$ cat config.mk
export PLATFORM = sky130hd
export DESIGN_NAME = lcd_serial_loader
export DESIGN_NICKNAME = d
export VERILOG_FILES = /design/src/rtl/lcdl_pkg.sv /design/src/rtl/lcdl_sync.sv /design/src/rtl/lcdl_shifter.sv /design/src/rtl/lcdl_bank.sv /design/src/rtl/lcd_serial_loader.sv
export SDC_FILE = /design/constraint.sdc
export NUM_CORES = 1
export LEC_CHECK = 0
export BUFFER_PORTS_ARGS = -buffer_cell sky130_fd_sc_hd__buf_4
export CORE_UTILIZATION = 50
export CTS_CLUSTER_DIAMETER = 120
export DETAILED_ROUTE_END_ITERATION = 10
export PLACE_DENSITY = 0.73
export RECOVER_POWER = 100
export SLEW_MARGIN = 30
export SYNTH_ARGS = -nofsm -noshare
export SYNTH_HDL_FRONTEND = slang
export SYNTH_HIERARCHICAL = 1
export SYNTH_SLANG_ARGS = --single-unit
export TNS_END_PERCENT = 20
$ cat constraint.sdc
create_clock -name clk -period 3 [get_ports clk]
set_clock_uncertainty 0.05 [all_clocks]
set_input_delay 0.15 -clock clk [delete_from_list [all_inputs] [get_ports clk]]
set_output_delay 0.15 -clock clk [all_outputs]
set_load 0.05 [all_outputs]
$ cat src/rtl/lcdl_pkg.sv
package lcdl_pkg;

  localparam int BYTE_W = 8;

  // bit positions inside the control byte (first bit shifted in ends at bit 7)
  localparam int SP_FIRST_POS = 7;
  localparam int Q6_POS       = 2;
  localparam int Q7_POS       = 1;
  localparam int SYNC_POS     = 0;
  localparam int SPEC_W       = 4;

  typedef enum logic [1:0] {
    MODE_ALONE  = 2'b00,
    MODE_MASTER = 2'b01,
    MODE_SLAVE  = 2'b10
  } lcd_mode_e;

  function automatic lcd_mode_e decode_mode(input logic q7, input logic q6);
    case ({q7, q6})
      2'b11:   return MODE_SLAVE;
      2'b00:   return MODE_MASTER;
      default: return MODE_ALONE;
    endcase
  endfunction

endpackage

$ cat src/rtl/lcdl_sync.sv
module lcdl_sync #(
  parameter int               W       = 3,
  parameter int               STAGES  = 2,
  parameter logic [W-1:0]     RST_VAL = '0
) (
  input  logic         clk,
  input  logic         rst_n,
  input  logic [W-1:0] d,
  output logic [W-1:0] q
);
  localparam int CHAIN_W = W * STAGES;

  logic [CHAIN_W-1:0] chain_q;
  logic [CHAIN_W-1:0] chain_d;

  generate
    if (STAGES == 1) begin : g_single
      always_comb chain_d = d;
    end else begin : g_multi
      always_comb chain_d = {chain_q[CHAIN_W-W-1:0], d};
    end
  endgenerate

  always_ff @(posedge clk or negedge rst_n) begin
    if (!rst_n) chain_q <= {STAGES{RST_VAL}};
    else        chain_q <= chain_d;
  end

  assign q = chain_q[CHAIN_W-1 -: W];
endmodule

$ cat src/rtl/lcdl_shifter.sv
module lcdl_shifter
  import lcdl_pkg::*;
(
  input  logic              clk,
  input  logic              rst_n,
  input  logic              sel_s,
  input  logic              sclk_s,
  input  logic              sdat_s,
  output logic              frame_start,
  output logic              byte_vld,
  output logic [BYTE_W-1:0] byte_q
);
  localparam int CNT_W = $clog2(BYTE_W);

  logic              sclk_prev_q, sel_prev_q;
  logic [CNT_W-1:0]  cnt_q, cnt_d;
  logic [BYTE_W-1:0] sr_q, sr_d;
  logic              vld_q, vld_d;
  logic [BYTE_W-1:0] out_q, out_d;
  logic              start_q, start_d;
  logic              rise, sel_fall, active;
  logic [BYTE_W-1:0] sr_shift;

  assign rise     = sclk_s & ~sclk_prev_q;
  assign sel_fall = sel_prev_q & ~sel_s;
  assign active   = ~sel_s;
  assign sr_shift = {sr_q[BYTE_W-2:0], sdat_s};

  always_comb begin
    cnt_d   = cnt_q;
    sr_d    = sr_q;
    vld_d   = 1'b0;
    out_d   = out_q;
    start_d = sel_fall;
    if (sel_fall || !active) begin
      cnt_d = '0;
    end else if (rise) begin
      sr_d = sr_shift;
      if (cnt_q == CNT_W'(BYTE_W - 1)) begin
        cnt_d = '0;
        vld_d = 1'b1;
        out_d = sr_shift;
      end else begin
        cnt_d = cnt_q + 1'b1;
      end
    end
  end

  always_ff @(posedge clk or negedge rst_n) begin
    if (!rst_n) begin
      sclk_prev_q <= 1'b0;
      sel_prev_q  <= 1'b1;
      cnt_q       <= '0;
      sr_q        <= '0;
      vld_q       <= 1'b0;
      out_q       <= '0;
      start_q     <= 1'b0;
    end else begin
      sclk_prev_q <= sclk_s;
      sel_prev_q  <= sel_s;
      cnt_q       <= cnt_d;
      sr_q        <= sr_d;
      vld_q       <= vld_d;
      out_q       <= out_d;
      start_q     <= start_d;
    end
  end

  assign frame_start = start_q;
  assign byte_vld    = vld_q;
  assign byte_q      = out_q;
endmodule

$ cat src/rtl/lcdl_bank.sv
module lcdl_bank
  import lcdl_pkg::*;
#(
  parameter int NDIG = 4
) (
  input  logic                   clk,
  input  logic                   rst_n,
  input  logic                   frame_start,
  input  logic                   byte_vld,
  input  logic [BYTE_W-1:0]      byte_q,
  output logic [NDIG*BYTE_W-1:0] digits_o,
  output logic [SPEC_W-1:0]      spec_o,
  output logic [1:0]             mode_o,
  output logic                   sync_o,
  output logic                   err_o,
  output logic                   load_done_o
);
  localparam int IDX_MAX = NDIG + 1;
  localparam int IDX_W   = $clog2(IDX_MAX + 1);

  logic [IDX_W-1:0]  idx_q, idx_d;
  logic [BYTE_W-1:0] dig_q [NDIG];
  logic              ctrl_we;
  logic [SPEC_W-1:0] spec_q, spec_d;
  lcd_mode_e         mode_q, mode_d;
  logic              sync_q, sync_d;
  logic              err_q, err_d;
  logic              done_q, done_d;

  assign ctrl_we = byte_vld && (idx_q == IDX_W'(NDIG));

  always_comb begin
    idx_d = idx_q;
    if (frame_start)                                idx_d = '0;
    else if (byte_vld && idx_q != IDX_W'(IDX_MAX))  idx_d = idx_q + 1'b1;
  end

  always_comb begin
    spec_d = spec_q;
    mode_d = mode_q;
    sync_d = sync_q;
    err_d  = err_q;
    done_d = ctrl_we;
    if (ctrl_we) begin
      for (int i = 0; i < SPEC_W; i++) spec_d[i] = byte_q[SP_FIRST_POS - i];
      mode_d = decode_mode(byte_q[Q7_POS], byte_q[Q6_POS]);
      sync_d = byte_q[SYNC_POS];
      err_d  = err_q | (byte_q[Q7_POS] & ~byte_q[Q6_POS]);
    end
  end

  always_ff @(posedge clk or negedge rst_n) begin
    if (!rst_n) begin
      idx_q  <= '0;
      spec_q <= '0;
      mode_q <= MODE_ALONE;
      sync_q <= 1'b0;
      err_q  <= 1'b0;
      done_q <= 1'b0;
    end else begin
      idx_q  <= idx_d;
      spec_q <= spec_d;
      mode_q <= mode_d;
      sync_q <= sync_d;
      err_q  <= err_d;
      done_q <= done_d;
    end
  end

  generate
    for (genvar k = 0; k < NDIG; k++) begin : g_digit
      logic dig_we;
      assign dig_we = byte_vld && (idx_q == IDX_W'(k));
      always_ff @(posedge clk or negedge rst_n) begin
        if (!rst_n)      dig_q[k] <= '0;
        else if (dig_we) dig_q[k] <= byte_q;
      end
      assign digits_o[k*BYTE_W +: BYTE_W] = dig_q[k];
    end
  endgenerate

  assign spec_o      = spec_q;
  assign mode_o      = mode_q;
  assign sync_o      = sync_q;
  assign err_o       = err_q;
  assign load_done_o = done_q;
endmodule

$ cat src/rtl/lcd_serial_loader.sv
module lcd_serial_loader
  import lcdl_pkg::*;
#(
  parameter int NDIG        = 4,
  parameter int SYNC_STAGES = 2
) (
  input  logic                   clk,
  input  logic                   rst_n,
  input  logic                   sel_n,
  input  logic                   sclk,
  input  logic                   sdat,
  output logic [NDIG*BYTE_W-1:0] digits_o,
  output logic [SPEC_W-1:0]      spec_o,
  output logic [1:0]             mode_o,
  output logic                   sync_o,
  output logic                   err_o,
  output logic                   load_done_o
);
  logic [2:0]        pins_s;
  logic              frame_start, byte_vld;
  logic [BYTE_W-1:0] byte_q;

  lcdl_sync #(.W(3), .STAGES(SYNC_STAGES), .RST_VAL(3'b100)) u_sync (
    .clk   (clk),
    .rst_n (rst_n),
    .d     ({sel_n, sclk, sdat}),
    .q     (pins_s)
  );

  lcdl_shifter u_shift (
    .clk         (clk),
    .rst_n       (rst_n),
    .sel_s       (pins_s[2]),
    .sclk_s      (pins_s[1]),
    .sdat_s      (pins_s[0]),
    .frame_start (frame_start),
    .byte_vld    (byte_vld),
    .byte_q      (byte_q)
  );

  lcdl_bank #(.NDIG(NDIG)) u_bank (
    .clk         (clk),
    .rst_n       (rst_n),
    .frame_start (frame_start),
    .byte_vld    (byte_vld),
    .byte_q      (byte_q),
    .digits_o    (digits_o),
    .spec_o      (spec_o),
    .mode_o      (mode_o),
    .sync_o      (sync_o),
    .err_o       (err_o),
    .load_done_o (load_done_o)
  );
endmodule

==> results.py <==
metrics = {
    "outcome": {
        "outcome": "finished, violations left",
        "violations": "capacitance limit, slew limit",
    },
    "power_and_ir_drop": {
        "leakage_nw": 1.586,
        "fin_total_pwr_mw": 1.743,
        "powerDensity_mw_per_mm2": 546.6,
        "ir_drop_mv": 0.3695,
    },
    "timing": {
        "finalMaxSlewViolations": 73,
        "setup_ws_ns": 1.138,
        "rsz0062_at_grt": "no",
        "setup-violations-final": 0,
        "tns_ns": 0,
        "fmax_mhz": 536.9,
        "hold_violations": 0,
        "worst_pin_slew_ns": 1.694,
        "min_period_ns": 1.862,
        "timing.final.crit_share_pct": 62.08,
        "slew_headroom_pct": -12.95,
    },
    "final_layout": {
        "antenna_cells": 0,
        "stdcell_count": 306,
        "area_growth_pct": 14.15,
        "layout.nets": 243,
        "final_cell_area_mm2": 0.003189,
        "drive_gt1_share_pct": 29.66,
    },
    "place": {
        "dp_cells": 286,
        "hpwl_um": 3252,
        "pre_cts_ws_ns": 1.230,
        "placed_area_mm2": 0.003186,
        "gp_congestion": 0.6539,
        "io_buffers": 45,
    },
    "clocking": {
        "cts_buffers": 9,
        "root_buffer": "clkbuf_8",
        "clk_path_buf_depth": 2,
        "clk_latency_ns": 0.33,
        "htree_num_levels": 3,
        "cts_setup_buffers": 0,
        "clock_sinks": 72,
        "path_clk_slew_ns": 0.07,
        "cts_tree": "built",
    },
    "setup_path": {
        "worst_path_max_delay_cell": "clkbuf_2",
        "worstPathRequired_ns": 3.07,
        "critPathMaxStageDelay_ns": 1.22,
        "path_delay_family": "buffers and inverters",
        "critPathKind": "in -> async",
        "crit_fanout": 72,
        "crit_buf_inv": 2,
        "worst_setup_path_start_kind": "primary input",
        "endpoint_kind": "asynchronous set/reset pin",
        "cp_cell_sequence": "dlygate4sd3_1 -> clkbuf_2",
        "worst-endpoint-arrival_ns": 1.93,
    },
    "yosys": {
        "netlist_instances": 175,
        "async_flop_share_pct": 100.0,
        "yosysMostFrequentCell": "dfrtp_1",
        "synth_cell_type_count": 25,
        "yosysTopAreaCellShare_pct": 61.80,
        "synthFlopType": "dfrtp_1",
        "synth_edf_count": 0,
        "avgSynthCellArea_um2": 15.97,
        "yosys_warnings": 6,
        "synth_area_mm2": 0.002794,
        "synth_seq_cells": 72,
        "syn-num-nets": 187,
        "synthTopCellsByArea": "dfrtp_1 62%, mux2_2 20%, ha_1 3.1%",
        "synth_common_cells": "69 x dfrtp_1, 49 x mux2_2, 7 x ha_1, 7 x inv_1, 6 x nand2_1",
        "synth_top_cell_by_area": "dfrtp_1",
        "yosysSeqAreaShare_pct": 64.62,
    },
    "detailed_routing": {
        "wl_per_cell_um": 15.65,
        "drcViolationCount": 0,
        "finalWirelength_um": 4788,
        "vias": 1530,
        "first_pass_iters": 3,
        "dr.first_iter.drc_count": 44,
        "viasPerCell": 5.000,
        "ant_nets": 0,
    },
    "floorplan": {
        "die_x_um": 76.75,
        "die_area_mm2": 0.005891,
        "core_area_mm2": 0.005238,
        "initial_utilization_pct": 53.34,
        "die_y_um": 76.75,
        "pin_count": 46,
        "num_rows": 26,
    },
    "global_routing": {
        "grt_max_degree": 73,
        "track_usage_pct": 18.29,
        "grt_pass1_vias": 1581,
        "antenna_found_initial": 0,
        "grt_pass1_wl_um": 7990,
        "overflow": 0,
    },
    "run": {
        "maxCapViolations": 1,
    },
    "min_path": {
        "hold_class": "reg -> reg",
    },
}
==> layout by cell type (no fill, tap or decap), drive strengths merged, types with 2 or more instances in the layout <==
cell type / n
dfrtp: 69
nor2b: 2
mux2i: 4
inv: 7
ha: 7
o21ai: 4
dlygate4sd3: 4
clkbuf: 60
nand2: 9
dfstp: 3
nand2b: 2
nor2: 3
mux2: 50
nor3: 3
==> per-stage QoR <==
step	util (%)	hold WS, ns
floorplan	-	-0.1956
finish	60.89	0.2994
CTS	64.86	0.3018
detailed placement	60.82	0.2095
global placement	60.82	0.2083
global route	60.89	0.3115
==> timing repair <==
action,in CTS,in global routing
hold buffers,4,0
gates resized for setup,0,0
endpoints found under the hold margin,72,0
==> flip-flops by register name, indices dropped and copies added, names as in the netlist <==
signal               flops
u_shift/frame_start      1
u_shift/cnt_q            3
u_shift/sr_q             7
u_bank/spec_o            4
u_shift/sel_prev_q       1
u_bank/err_o             1
u_sync/chain_q           6
u_bank/idx_q             3
u_bank/sync_o            1
u_bank/load_done_o       1
u_bank/mode_o            2
u_shift/sclk_prev_q      1
u_bank/digits_o         32
u_shift/byte_q           8
u_shift/byte_vld         1
==> cells by family (layout without fill, tap and decap cells) <==
| family | Yosys count | count (layout) | share of synthesized area (%) |
|---|---|---|---|
| xor+xnor | 1 | 1 | 0.3135 |
| buf+inv | 11 | 72 | 2.150 |
| flops | 72 | 72 | 64.62 |
| simple gates | 22 | 22 | 6.314 |
| fa+ha+maj | 7 | 7 | 3.135 |
| compound gates | 8 | 8 | 1.747 |
| mux | 54 | 54 | 21.72 |
==> path summary, 6_finish.rpt <==
path / depth (start not counted) / start / slack [ns] / endpoint
worst max-delay path: 2 / rst_n / 1.14 / u_shift/sclk_prev_q
worst min-delay path: 0 / u_sync/chain_q[0] / 0.30 / u_sync/chain_q[3]
worst max register to register: 3 / u_sync/chain_q[5] / 1.14 / u_shift/byte_q[5]
worst min register to register: 0 / u_sync/chain_q[0] / 0.30 / u_sync/chain_q[3]
max in group clk: 3 / u_sync/chain_q[5] / 1.14 / u_shift/byte_q[5]
min in group asynchronous: 2 / rst_n / 0.75 / u_bank/digits_o[5]
==> per-layer routing <==
layer | up-vias | global-route usage, % | routed length, um
met5 | - | 0 | 0
li1 | 718 | - | -
met2 | 33 | 28.66 | 2370
met3 | 7 | 4.881 | 173
met1 | 772 | 23.38 | 2177
met4 | 0 | 9.231 | 66
==> area by class of cell <==
cell class / count / area [um^2]
clock buffer: 15 / 166.4
clock inverter: 1 / 5.005
fill: 457 / 2048
inverter: 7 / 26.28
multi-input combinational: 92 / 877.1
sequential: 72 / 1805
tap: 70 / 87.58
timing repair buffer: 49 / 221.5
==> power breakdown <==
part           switching, mW  internal (mW)
registers             0.0241           1.00
clock network          0.312          0.346
logic                 0.0276         0.0290
total                  0.364           1.38
Power figures use the tool's default switching activity.
